$ cat src/rtl/adc_mux_seq_pkg.sv
package adc_mux_seq_pkg;

   // slot kind carried by the timer; 1 = temperature
   typedef enum logic {
      SLOT_CUR = 1'b0,
      SLOT_TMP = 1'b1
   } slot_e;

   function automatic int unsigned max_u(input int unsigned a, input int unsigned b);
      return (a > b) ? a : b;
   endfunction

endpackage

$ cat src/rtl/seq_slot_timer.sv
module seq_slot_timer
   import adc_mux_seq_pkg::*;
#(
   parameter int unsigned CUR_CLKS = 2250,
   parameter int unsigned TMP_CLKS = 250,
   parameter int unsigned CW       = 13
) (
   input  logic          clk,
   input  logic          rst_n,
   input  logic          en,
   output logic          active_o,
   output slot_e         kind_o,
   output logic [CW-1:0] cnt_o,
   output logic [CW-1:0] len_o,
   output logic          first_o,
   output logic          last_o
);

   localparam logic [CW-1:0] CUR_L = CW'(CUR_CLKS);
   localparam logic [CW-1:0] TMP_L = CW'(TMP_CLKS);

   logic          active_q;
   slot_e         kind_q;
   logic [CW-1:0] cnt_q;
   logic [CW-1:0] len_now;
   logic          at_end;

   assign len_now = (kind_q == SLOT_TMP) ? TMP_L : CUR_L;
   assign at_end  = active_q && (cnt_q == len_now - CW'(1));

   always_ff @(posedge clk) begin
      if (!rst_n) begin
         active_q <= 1'b0;
         kind_q   <= SLOT_CUR;
         cnt_q    <= '0;
      end else if (!active_q) begin
         cnt_q  <= '0;
         kind_q <= SLOT_CUR;
         if (en) active_q <= 1'b1;
      end else if (at_end) begin
         cnt_q <= '0;
         if (en) begin
            kind_q <= (kind_q == SLOT_TMP) ? SLOT_CUR : SLOT_TMP;
         end else begin
            active_q <= 1'b0;
            kind_q   <= SLOT_CUR;
         end
      end else begin
         cnt_q <= cnt_q + CW'(1);
      end
   end

   assign active_o = active_q;
   assign kind_o   = kind_q;
   assign cnt_o    = cnt_q;
   assign len_o    = len_now;
   assign first_o  = active_q && (cnt_q == '0);
   assign last_o   = at_end;

   assert_cnt_in_slot_R3: assert property (@(posedge clk) disable iff (!rst_n)
      cnt_q < len_now);

   assert_start_current_R2: assert property (@(posedge clk) disable iff (!rst_n)
      (!active_q && en) |=> (active_q && kind_q == SLOT_CUR && cnt_q == '0));

   assert_alternate_R3: assert property (@(posedge clk) disable iff (!rst_n)
      (at_end && en) |=> (active_q && cnt_q == '0 && kind_q != $past(kind_q)));

   assert_park_R9: assert property (@(posedge clk) disable iff (!rst_n)
      (at_end && !en) |=> !active_q);

   assert_idle_zero_R1: assert property (@(posedge clk) disable iff (!rst_n)
      !active_q |-> (cnt_q == '0 && kind_q == SLOT_CUR));

endmodule

$ cat src/rtl/seq_rate_gen.sv
module seq_rate_gen #(
   parameter int unsigned CW = 13,
   parameter int unsigned OW = 1
) (
   input  logic          clk,
   input  logic          rst_n,
   input  logic          restart,
   input  logic [CW-1:0] step,
   input  logic [CW-1:0] len,
   output logic [OW-1:0] idx_o
);

   logic [CW-1:0] acc_q;
   logic [OW-1:0] idx_q;
   logic [CW:0]   sum;

   assign sum = {1'b0, acc_q} + {1'b0, step};

   always_ff @(posedge clk) begin
      if (!rst_n || restart) begin
         acc_q <= '0;
         idx_q <= '0;
      end else if (sum >= {1'b0, len}) begin
         acc_q <= CW'(sum - {1'b0, len});
         idx_q <= idx_q + OW'(1);
      end else begin
         acc_q <= sum[CW-1:0];
      end
   end

   assign idx_o = idx_q;

   assert_acc_bounded_R5: assert property (@(posedge clk) disable iff (!rst_n)
      acc_q < len);

   assert_restart_clears_R6: assert property (@(posedge clk) disable iff (!rst_n)
      restart |=> (idx_q == '0));

endmodule

$ cat src/rtl/adc_mux_sequencer.sv
module adc_mux_sequencer
   import adc_mux_seq_pkg::*;
#(
   parameter int unsigned CUR_CLKS    = 2250,
   parameter int unsigned TMP_CLKS    = 250,
   parameter int unsigned CUR_CHOP_X  = 18,
   parameter int unsigned CUR_ROT_X   = 36,
   parameter int unsigned TMP_CHOP_X  = 2,
   parameter int unsigned TMP_ROT_X   = 4,
   parameter int unsigned ROT_W       = 2
) (
   input  logic             clk,
   input  logic             rst_n,
   input  logic             en,
   input  logic             bs,
   output logic             mode_tmp,
   output logic             shunt_samp_en,
   output logic             conv_rst,
   output logic             conv_done,
   output logic             chl,
   output logic             bg_chop,
   output logic [ROT_W-1:0] rot_ptr,
   output logic             fb_vbe_neg,
   output logic             fb_dvbe_pos
);

   localparam int unsigned LMAX = max_u(CUR_CLKS, TMP_CLKS);
   localparam int unsigned CW   = $clog2(2 * LMAX + 1);
   localparam int unsigned ROTN = 1 << ROT_W;

   localparam logic [CW-1:0] CUR_CHOP_STEP = CW'(2 * CUR_CHOP_X);
   localparam logic [CW-1:0] TMP_CHOP_STEP = CW'(2 * TMP_CHOP_X);
   localparam logic [CW-1:0] CUR_ROT_STEP  = CW'(CUR_ROT_X);
   localparam logic [CW-1:0] TMP_ROT_STEP  = CW'(TMP_ROT_X);
   localparam logic [CW-1:0] CUR_HALF      = CW'(CUR_CLKS / 2);
   localparam logic [CW-1:0] TMP_HALF      = CW'(TMP_CLKS / 2);

   // elaboration-time parameter checks
   if (CUR_CLKS < 4 || TMP_CLKS < 4) begin : g_bad_len
      $error("slot lengths must be at least 4 clocks");
   end
   if (2 * CUR_CHOP_X >= CUR_CLKS || 2 * TMP_CHOP_X >= TMP_CLKS) begin : g_bad_chop
      $error("chopper rate too high for slot length");
   end
   if (CUR_ROT_X >= CUR_CLKS || TMP_ROT_X >= TMP_CLKS) begin : g_bad_rot
      $error("rotation rate too high for slot length");
   end
   if ((CUR_ROT_X % ROTN) != 0 || (TMP_ROT_X % ROTN) != 0) begin : g_bad_wrap
      $error("rotation count per slot must be a multiple of the pointer range");
   end
   if (ROT_W < 1) begin : g_bad_w
      $error("rotation pointer needs at least one bit");
   end

   logic          active;
   slot_e         kind;
   logic [CW-1:0] cnt;
   logic [CW-1:0] len;
   logic          first;
   logic          last;
   logic          is_tmp;
   logic          restart;
   logic [0:0]    chop_idx;
   logic [ROT_W-1:0] rot_idx;

   seq_slot_timer #(
      .CUR_CLKS (CUR_CLKS),
      .TMP_CLKS (TMP_CLKS),
      .CW       (CW)
   ) u_timer (
      .clk      (clk),
      .rst_n    (rst_n),
      .en       (en),
      .active_o (active),
      .kind_o   (kind),
      .cnt_o    (cnt),
      .len_o    (len),
      .first_o  (first),
      .last_o   (last)
   );

   assign is_tmp  = active && (kind == SLOT_TMP);
   assign restart = !active || last;

   seq_rate_gen #(
      .CW (CW),
      .OW (1)
   ) u_chop (
      .clk     (clk),
      .rst_n   (rst_n),
      .restart (restart),
      .step    (is_tmp ? TMP_CHOP_STEP : CUR_CHOP_STEP),
      .len     (len),
      .idx_o   (chop_idx)
   );

   seq_rate_gen #(
      .CW (CW),
      .OW (ROT_W)
   ) u_rot (
      .clk     (clk),
      .rst_n   (rst_n),
      .restart (restart),
      .step    (is_tmp ? TMP_ROT_STEP : CUR_ROT_STEP),
      .len     (len),
      .idx_o   (rot_idx)
   );

   assign mode_tmp      = is_tmp;
   assign shunt_samp_en = active && (kind == SLOT_CUR);
   assign conv_rst      = first;
   assign conv_done     = last;
   assign chl           = active && (cnt < (is_tmp ? TMP_HALF : CUR_HALF));
   assign bg_chop       = active && chop_idx[0];
   assign rot_ptr       = active ? rot_idx : '0;
   assign fb_vbe_neg    = is_tmp && bs;
   assign fb_dvbe_pos   = is_tmp && !bs;

   assert_samp_excl_R7: assert property (@(posedge clk) disable iff (!rst_n)
      !(shunt_samp_en && mode_tmp));

   assert_fb_onehot_R8: assert property (@(posedge clk) disable iff (!rst_n)
      $onehot0({fb_vbe_neg, fb_dvbe_pos}));

   assert_fb_only_tmp_R8: assert property (@(posedge clk) disable iff (!rst_n)
      (fb_vbe_neg || fb_dvbe_pos) |-> mode_tmp);

   assert_rst_single_R3: assert property (@(posedge clk) disable iff (!rst_n)
      conv_rst |=> !conv_rst);

   assert_slot_start_clean_R5: assert property (@(posedge clk) disable iff (!rst_n)
      conv_rst |-> (!bg_chop && rot_ptr == '0 && chl));

   assert_done_then_start_R3: assert property (@(posedge clk) disable iff (!rst_n)
      (conv_done && en) |=> conv_rst);

   assert_parked_quiet_R9: assert property (@(posedge clk) disable iff (!rst_n)
      !(shunt_samp_en || mode_tmp) |-> (!chl && !bg_chop && rot_ptr == '0 && !conv_rst));

endmodule

$ cat config.mk
export PLATFORM = sky130hd
export DESIGN_NAME = adc_mux_sequencer
export DESIGN_NICKNAME = d
export VERILOG_FILES = /design/src/rtl/adc_mux_seq_pkg.sv /design/src/rtl/seq_slot_timer.sv /design/src/rtl/seq_rate_gen.sv /design/src/rtl/adc_mux_sequencer.sv
export SDC_FILE = /design/constraint.sdc
export NUM_CORES = 1
export LEC_CHECK = 0
export ABC_AREA = 0
export CAP_MARGIN = 20
export CELL_PAD_IN_SITES_DETAIL_PLACEMENT = 0
export CELL_PAD_IN_SITES_GLOBAL_PLACEMENT = 1
export CORE_MARGIN = 1
export CORE_UTILIZATION = 50
export DETAILED_ROUTE_END_ITERATION = 8
export PLACE_DENSITY = 0.87
export REMOVE_ABC_BUFFERS = 1
export SLEW_MARGIN = 20
export SYNTH_ARGS = -nofsm -noshare
export SYNTH_HDL_FRONTEND = slang
export SYNTH_SLANG_ARGS = --single-unit
$ cat constraint.sdc
create_clock -name clk -period 7.7 [get_ports clk]
set_input_delay 1.155 -clock clk [delete_from_list [all_inputs] [get_ports clk]]
set_output_delay 1.155 -clock clk [all_outputs]
set_load 0.05 [all_outputs]
== After elaboration in Yosys (flattened, before gate mapping) ==
Cells that the tools add are included.
Storage, ports and cells
  register bits: 44
  output and inout port bits: 10
  logic and storage cells: 49
Cells by class
  $add $sub $neg: 8
  $lt $le $gt $ge: 3
  eq/ne operators: 1
  muxes and demuxes: 11
  bitwise logic cells: 3
  reductions and logical operators: 16
Operator list (count)
  $add A13 B6 Y14: 2
  $ge A14 B12 Y1: 2
  $mux W13: 2
  $sub A13 B12 Y13: 2
  $add A13 B1 Y13 const B: 1
  $eq A13 B13 Y1: 1
  $logic_not A13 Y1: 1
  $lt A13 B11 Y1: 1
  $sub A13 B1 Y13 const B: 1
  $mux W12: 1
  $mux W11: 1
  $logic_and A1 B1 Y1: 8
  $mux W6: 1
  $mux W1: 5
  $logic_not A1 Y1: 3
  $not A1 Y1: 3
  $reduce_or A3 Y1: 1
  $add A2 B1 Y2 const B: 1
  $logic_or A1 B1 Y1: 2
  $mux W2: 1
  $reduce_and A2 Y1: 1
  $add A1 B1 Y1 const B: 1

== Logic depth before layout (Yosys ltp) ==
  depth in word-level cells: 6
  depth in mapped cells: 13

== Hierarchy ==
A second synthesis with hierarchy kept.
Second synthesis, totals
  cell total of the unflattened synthesis: 594
  area total of the unflattened synthesis: 4725.8 um^2
Modules (own cells, without submodules)
  seq_rate_gen at u_rot: times used 1, cells each 258, area an instance 1959.4 um^2
  seq_rate_gen at u_chop: times used 1, cells each 212, area an instance 1714.1 um^2
  seq_slot_timer: times used 1, cells each 99, area an instance 913.4 um^2
  adc_mux_sequencer: times used 1, cells each 25, area an instance 138.9 um^2

== Least setup slack after synthesis ==
Ideal clock, no wire load.
  path type: flip-flop to output port
  start: reg u_timer.active_q (netlist: u_timer.active_o)
  end: out chl
  arrival time: 3.815 ns
  data required time: 6.545 ns
  path slack: 2.730 ns
  cell stages (with the launch flop): 9
  path buffers: 1
  cell sequence: dfxtp_1 > clkbuf_1 > nand2_1 > ha_1 > o211ai_1 > nand2b_1 > a21oi_1 > o21ai_0 > a2111oi_0
On the way
  cells in the longest elaborated chain, start to end: 4
RTL lines
  start, declared: RTL line seq_slot_timer.sv:22  | logic active_q;
  start signal, assigned: RTL line seq_slot_timer.sv:33  | active_q <= 1'b0;
  start signal, assigned: RTL line seq_slot_timer.sv:39  | if (en) active_q <= 1'b1;
  start signal, assigned: RTL line seq_slot_timer.sv:45  | active_q <= 1'b0;
  $logic_and A1 B1 Y1: RTL line adc_mux_sequencer.sv:82  | assign is_tmp = active && (kind == SLOT_TMP);
  $mux W11: RTL line adc_mux_sequencer.sv:113  | assign chl = active && (cnt < (is_tmp ? TMP_HALF : CUR_HALF));
  $lt A13 B11 Y1: RTL line adc_mux_sequencer.sv:113
  $logic_and A1 B1 Y1 *: RTL line adc_mux_sequencer.sv:113
  end, declared: RTL line adc_mux_sequencer.sv:20  | output logic chl,
Every way passes the cells marked *; elsewhere a longest branch is shown, timed or not.

== Final worst setup path ==
  start: reg u_timer.kind_q (netlist: u_timer.kind_o)
  end: out chl
On the way
  cells in the longest elaborated chain, start to end: 4
RTL lines
  start, declared: RTL line seq_slot_timer.sv:23  | slot_e kind_q;
  start signal, assigned: RTL line seq_slot_timer.sv:43  | kind_q <= (kind_q == SLOT_TMP) ? SLOT_CUR : SLOT_TMP;
  $logic_and A1 B1 Y1: RTL line adc_mux_sequencer.sv:82
  $mux W11: RTL line adc_mux_sequencer.sv:113
  $lt A13 B11 Y1: RTL line adc_mux_sequencer.sv:113
  $logic_and A1 B1 Y1: RTL line adc_mux_sequencer.sv:113
No other way between the ends.

==> metrics <==
post-synthesis xor/xnor area fraction a little under a tenth; register area share after synthesis between 20% and 30%; setup TNS 0 ns; Tcrit/Tclk final a little under three fifths; Slew headroom just under 30%; fin area 3580 um2; setup violators final 0; Sw Share 30.2%; fraction of layout cells with a size suffix above 1 under 10%; DR top layer met4; via count roughly 3000; RSZ-0062 raised after global routing no; Primary FF master, synth dfxtp_1; Port Buffers 13; PD cells around 120 nW/um2; via/cell ratio slightly above 6; crit path max fanout 9; compound-gate portion of the synthesized area between 10% and 20%; Setup Skew slightly below 0.007 ns; Total GRT Usage a little under a quarter; count of final max-slew check failures 0; ys async rst share 0%; Met1 Wirelength about 3900 um; IO Pins 14; Seq pwr share between 50% and 60%; Area Overhead vs Synth 7.89%; first-pass GRT wire length 13700 um; DRC viols 0; worst path arrival time approximately 3.2 ns; post-synthesis register bit count between 40 and 50; PnR worst setup slack 3.35 ns; CTS Buf Count 5; clock-pin slew on the worst setup and hold paths approximately 0.090 ns; leading post-synthesis cells by cell area dfxtp_1 25%, ha_1 9.1%, xnor2_1 6.1%, nand2_1 4.5%, mux2i_1 3.6%; Hold Fails Final Rpt 0; Internal between 0.3 and 0.4 mW; Req. time, crit path 6.55 ns; highest clock rate approximately 230 MHz; Routed WL per cell between 15 and 20 um; Met2 Routed Length ~3700 um; reg2reg setup slack 3.76 ns; Initial Utilization 51.9%; Worst-Skew Late Latency ~0.3 ns; Routed Antenna Nets 0; DR WL met3 between 200 and 250 um; P_sw 0.132 mW; Iter 0 DRT Violations 130; Tot Pwr approximately 0.44 mW; Post-Synth Simple-Gate Area between 20 and 30%; max cap viols 0; Die ar. about 7000 um2; Comb power frac a little over an eighth; initial antenna violation count 0; top cell type's share of synthesized area around a quarter; Place WS roughly 3.7 ns; multiplexer share of the synthesized area 4.42%; # Post-CTS Setup Buffers 0; clock buffer depth 2; DR pass1 iterations 4; worst-margin pin slew between 1 and 1.5 ns; GPL Wtd Cong approximately 0.84; final global-route overflow total 0; worst path cell trace nand2_1 > ha_1 > o211ai_1 > nand2b_1 > a21oi_1 > o21ai_0 > a2111oi_0 > clkdlybuf4s50_1; mean area per synthesized cell 7.99 um2; slowest cell delay on critical path 0.88 ns; post-synthesis adder-cell area fraction under 10%; Clk pwr share a little over a third; Root Driver clkbuf_8; Max IR drop VDD ~0.13 mV; Sink Count 42; pin count of the biggest net entering global routing 26; highest-delay cell along the critical path clkdlybuf4s50_1; Hold Crit Class reg2reg; Critical Path Sink Type primary output; Post-synth EDFFs 0; Synth cell types 62; LEAKAGE roughly 1.3 nW; antenna cell count 0; status finished, final reports clean; largest family of logic cells by synthesized area simple AND/OR/NAND/NOR gates; Post-CTS Hold Buffers 0; Die W around 83 um; H-tree levels 2; FP Rows 29; vias in the first global route between 2000 and 3000; area leader, netlist dfxtp_1; kind of critical path reg2out; Core Region between 6000 and 7000 um2; Filler Cell Count 615; fin nets ~450; Period minus WS final 4.35 ns; Post-Syn Area roughly 3300 um2; routed wire length 7890 um; CTS tree yes; Cells after Synth approximately 420; post-cts sizing count 0; CP Launch Type flip-flop; DP Wirelength around 5600 um; placement-stage cell area 3490 um2; warnings from Yosys 0; Die Ht approximately 83 um
==> routing by layer <==
metal	vias up	track usage, %
li1	1533	-
met1	1422	32.2
met2	43	39.2
met3	7	2.98
met4	0	6.32
met5	-	0
==> cells by family (layout without fill, tap and decap cells) <==
kind of cell    count (synthesis)  in the layout
fa+ha+maj                      24             24
mux                            14             14
compound gates                 90             90
xor+xnor                       36             36
simple gates                  173            173
flops                          42             42
buf+inv                        36             40
==> flip-flops by register name, indices dropped and copies added, names as in the netlist <==
| signal | flops |
|---|---|
| u_rot.acc_q | 12 |
| u_timer.kind_o | 1 |
| u_chop.acc_q | 12 |
| u_rot.idx_o | 2 |
| u_chop.idx_o | 1 |
| u_timer.active_o | 1 |
| u_timer.cnt_o | 13 |
==> synth_stat cells, drive strengths merged (5+ instances only) <==
cell type  number
inv            17
ha             24
a31oi           5
clkbuf         12
o21ai          13
xnor2          23
nor3           18
dfxtp          42
a21oi          20
nand4           7
mux2i          12
nand3          22
a211oi          6
o211ai          8
or2             6
a41oi           6
and3            8
nor4            6
nor2           29
nand2          40
nor3b           8
o21a            6
and2            9
buf             7
xor2           13
==> placed cells by master, fill, tap and decap left out, types with 5 or more instances in the layout <==
cell             synthesis  layout
dfxtp_1                 42      42
nand2_1                 40      40
nor2_1                  29      29
ha_1                    24      24
xnor2_1                 23      23
nand3_1                 22      22
a21oi_1                 20      20
nor3_1                  18      18
inv_1                   17      17
xor2_1                  13      13
clkdlybuf4s50_1          0      13
mux2i_1                 12      12
and2_1                   9       9
o21ai_0                  9       9
and3_1                   8       8
o211ai_1                 8       8
nor3b_1                  8       8
nand4_1                  7       7
nor4_1                   6       6
a211oi_1                 6       6
a41oi_1                  6       5
o21a_1                   5       5
clkbuf_8                 0       5
==> power by group through the flow <==
stage | logic (mW) | registers (mW) | clock network [mW]
global placement | 0.0579 | 0.232 | 0
finish | 0.0596 | 0.227 | 0.153
global route | 0.0665 | 0.228 | 0.162
detailed placement | 0.0590 | 0.232 | 0
floorplan | 0.0433 | 0.230 | 0
CTS | 0.0595 | 0.227 | 0.156
==> final cells by class <==
type	count	area, um2	share of cell area, %
clock buffer	5	68.8	1.92
inverter	17	63.8	1.78
multi-input combinational	337	2340	65.4
tap	77	96.3	2.69
sequential	42	841	23.5
clock inverter	3	21.3	0.595
timing repair buffer	15	145	4.06
==> worst max-delay path, delay by kind of cell (launching register included) <==
family / cells / cell delay, ns
adders and majority gates: 1 / 0.36
buffers and inverters: 1 / 0.88
AOI/OAI and AO/OA: 4 / 0.78
DFF: 1 / 0.53
and+or+nand+nor: 2 / 0.33
==> worst paths after layout <==
| check | cells past startpoint | end | from |
|---|---|---|---|
| max | 8 | chl | u_timer.kind_o |
| min | 1 | u_timer.cnt_o[0] | u_timer.cnt_o[0] |
| max reg2reg | 10 | u_rot.acc_q[11] | u_timer.kind_o |
| min reg2reg | 1 | u_timer.cnt_o[0] | u_timer.cnt_o[0] |
==> per-stage QoR <==
step                      hold WS [ns]  std cells  utilization [%]
after global placement           0.523        488             54.6
after CTS                        0.544        496             56.0
after detailed placement         0.525        488             54.6
after global routing             0.570        496             56.0
final                            0.550        496             56.0
after floorplan                  0.479        396                -
No activity file was read; power rests on OpenSTA's default activity.
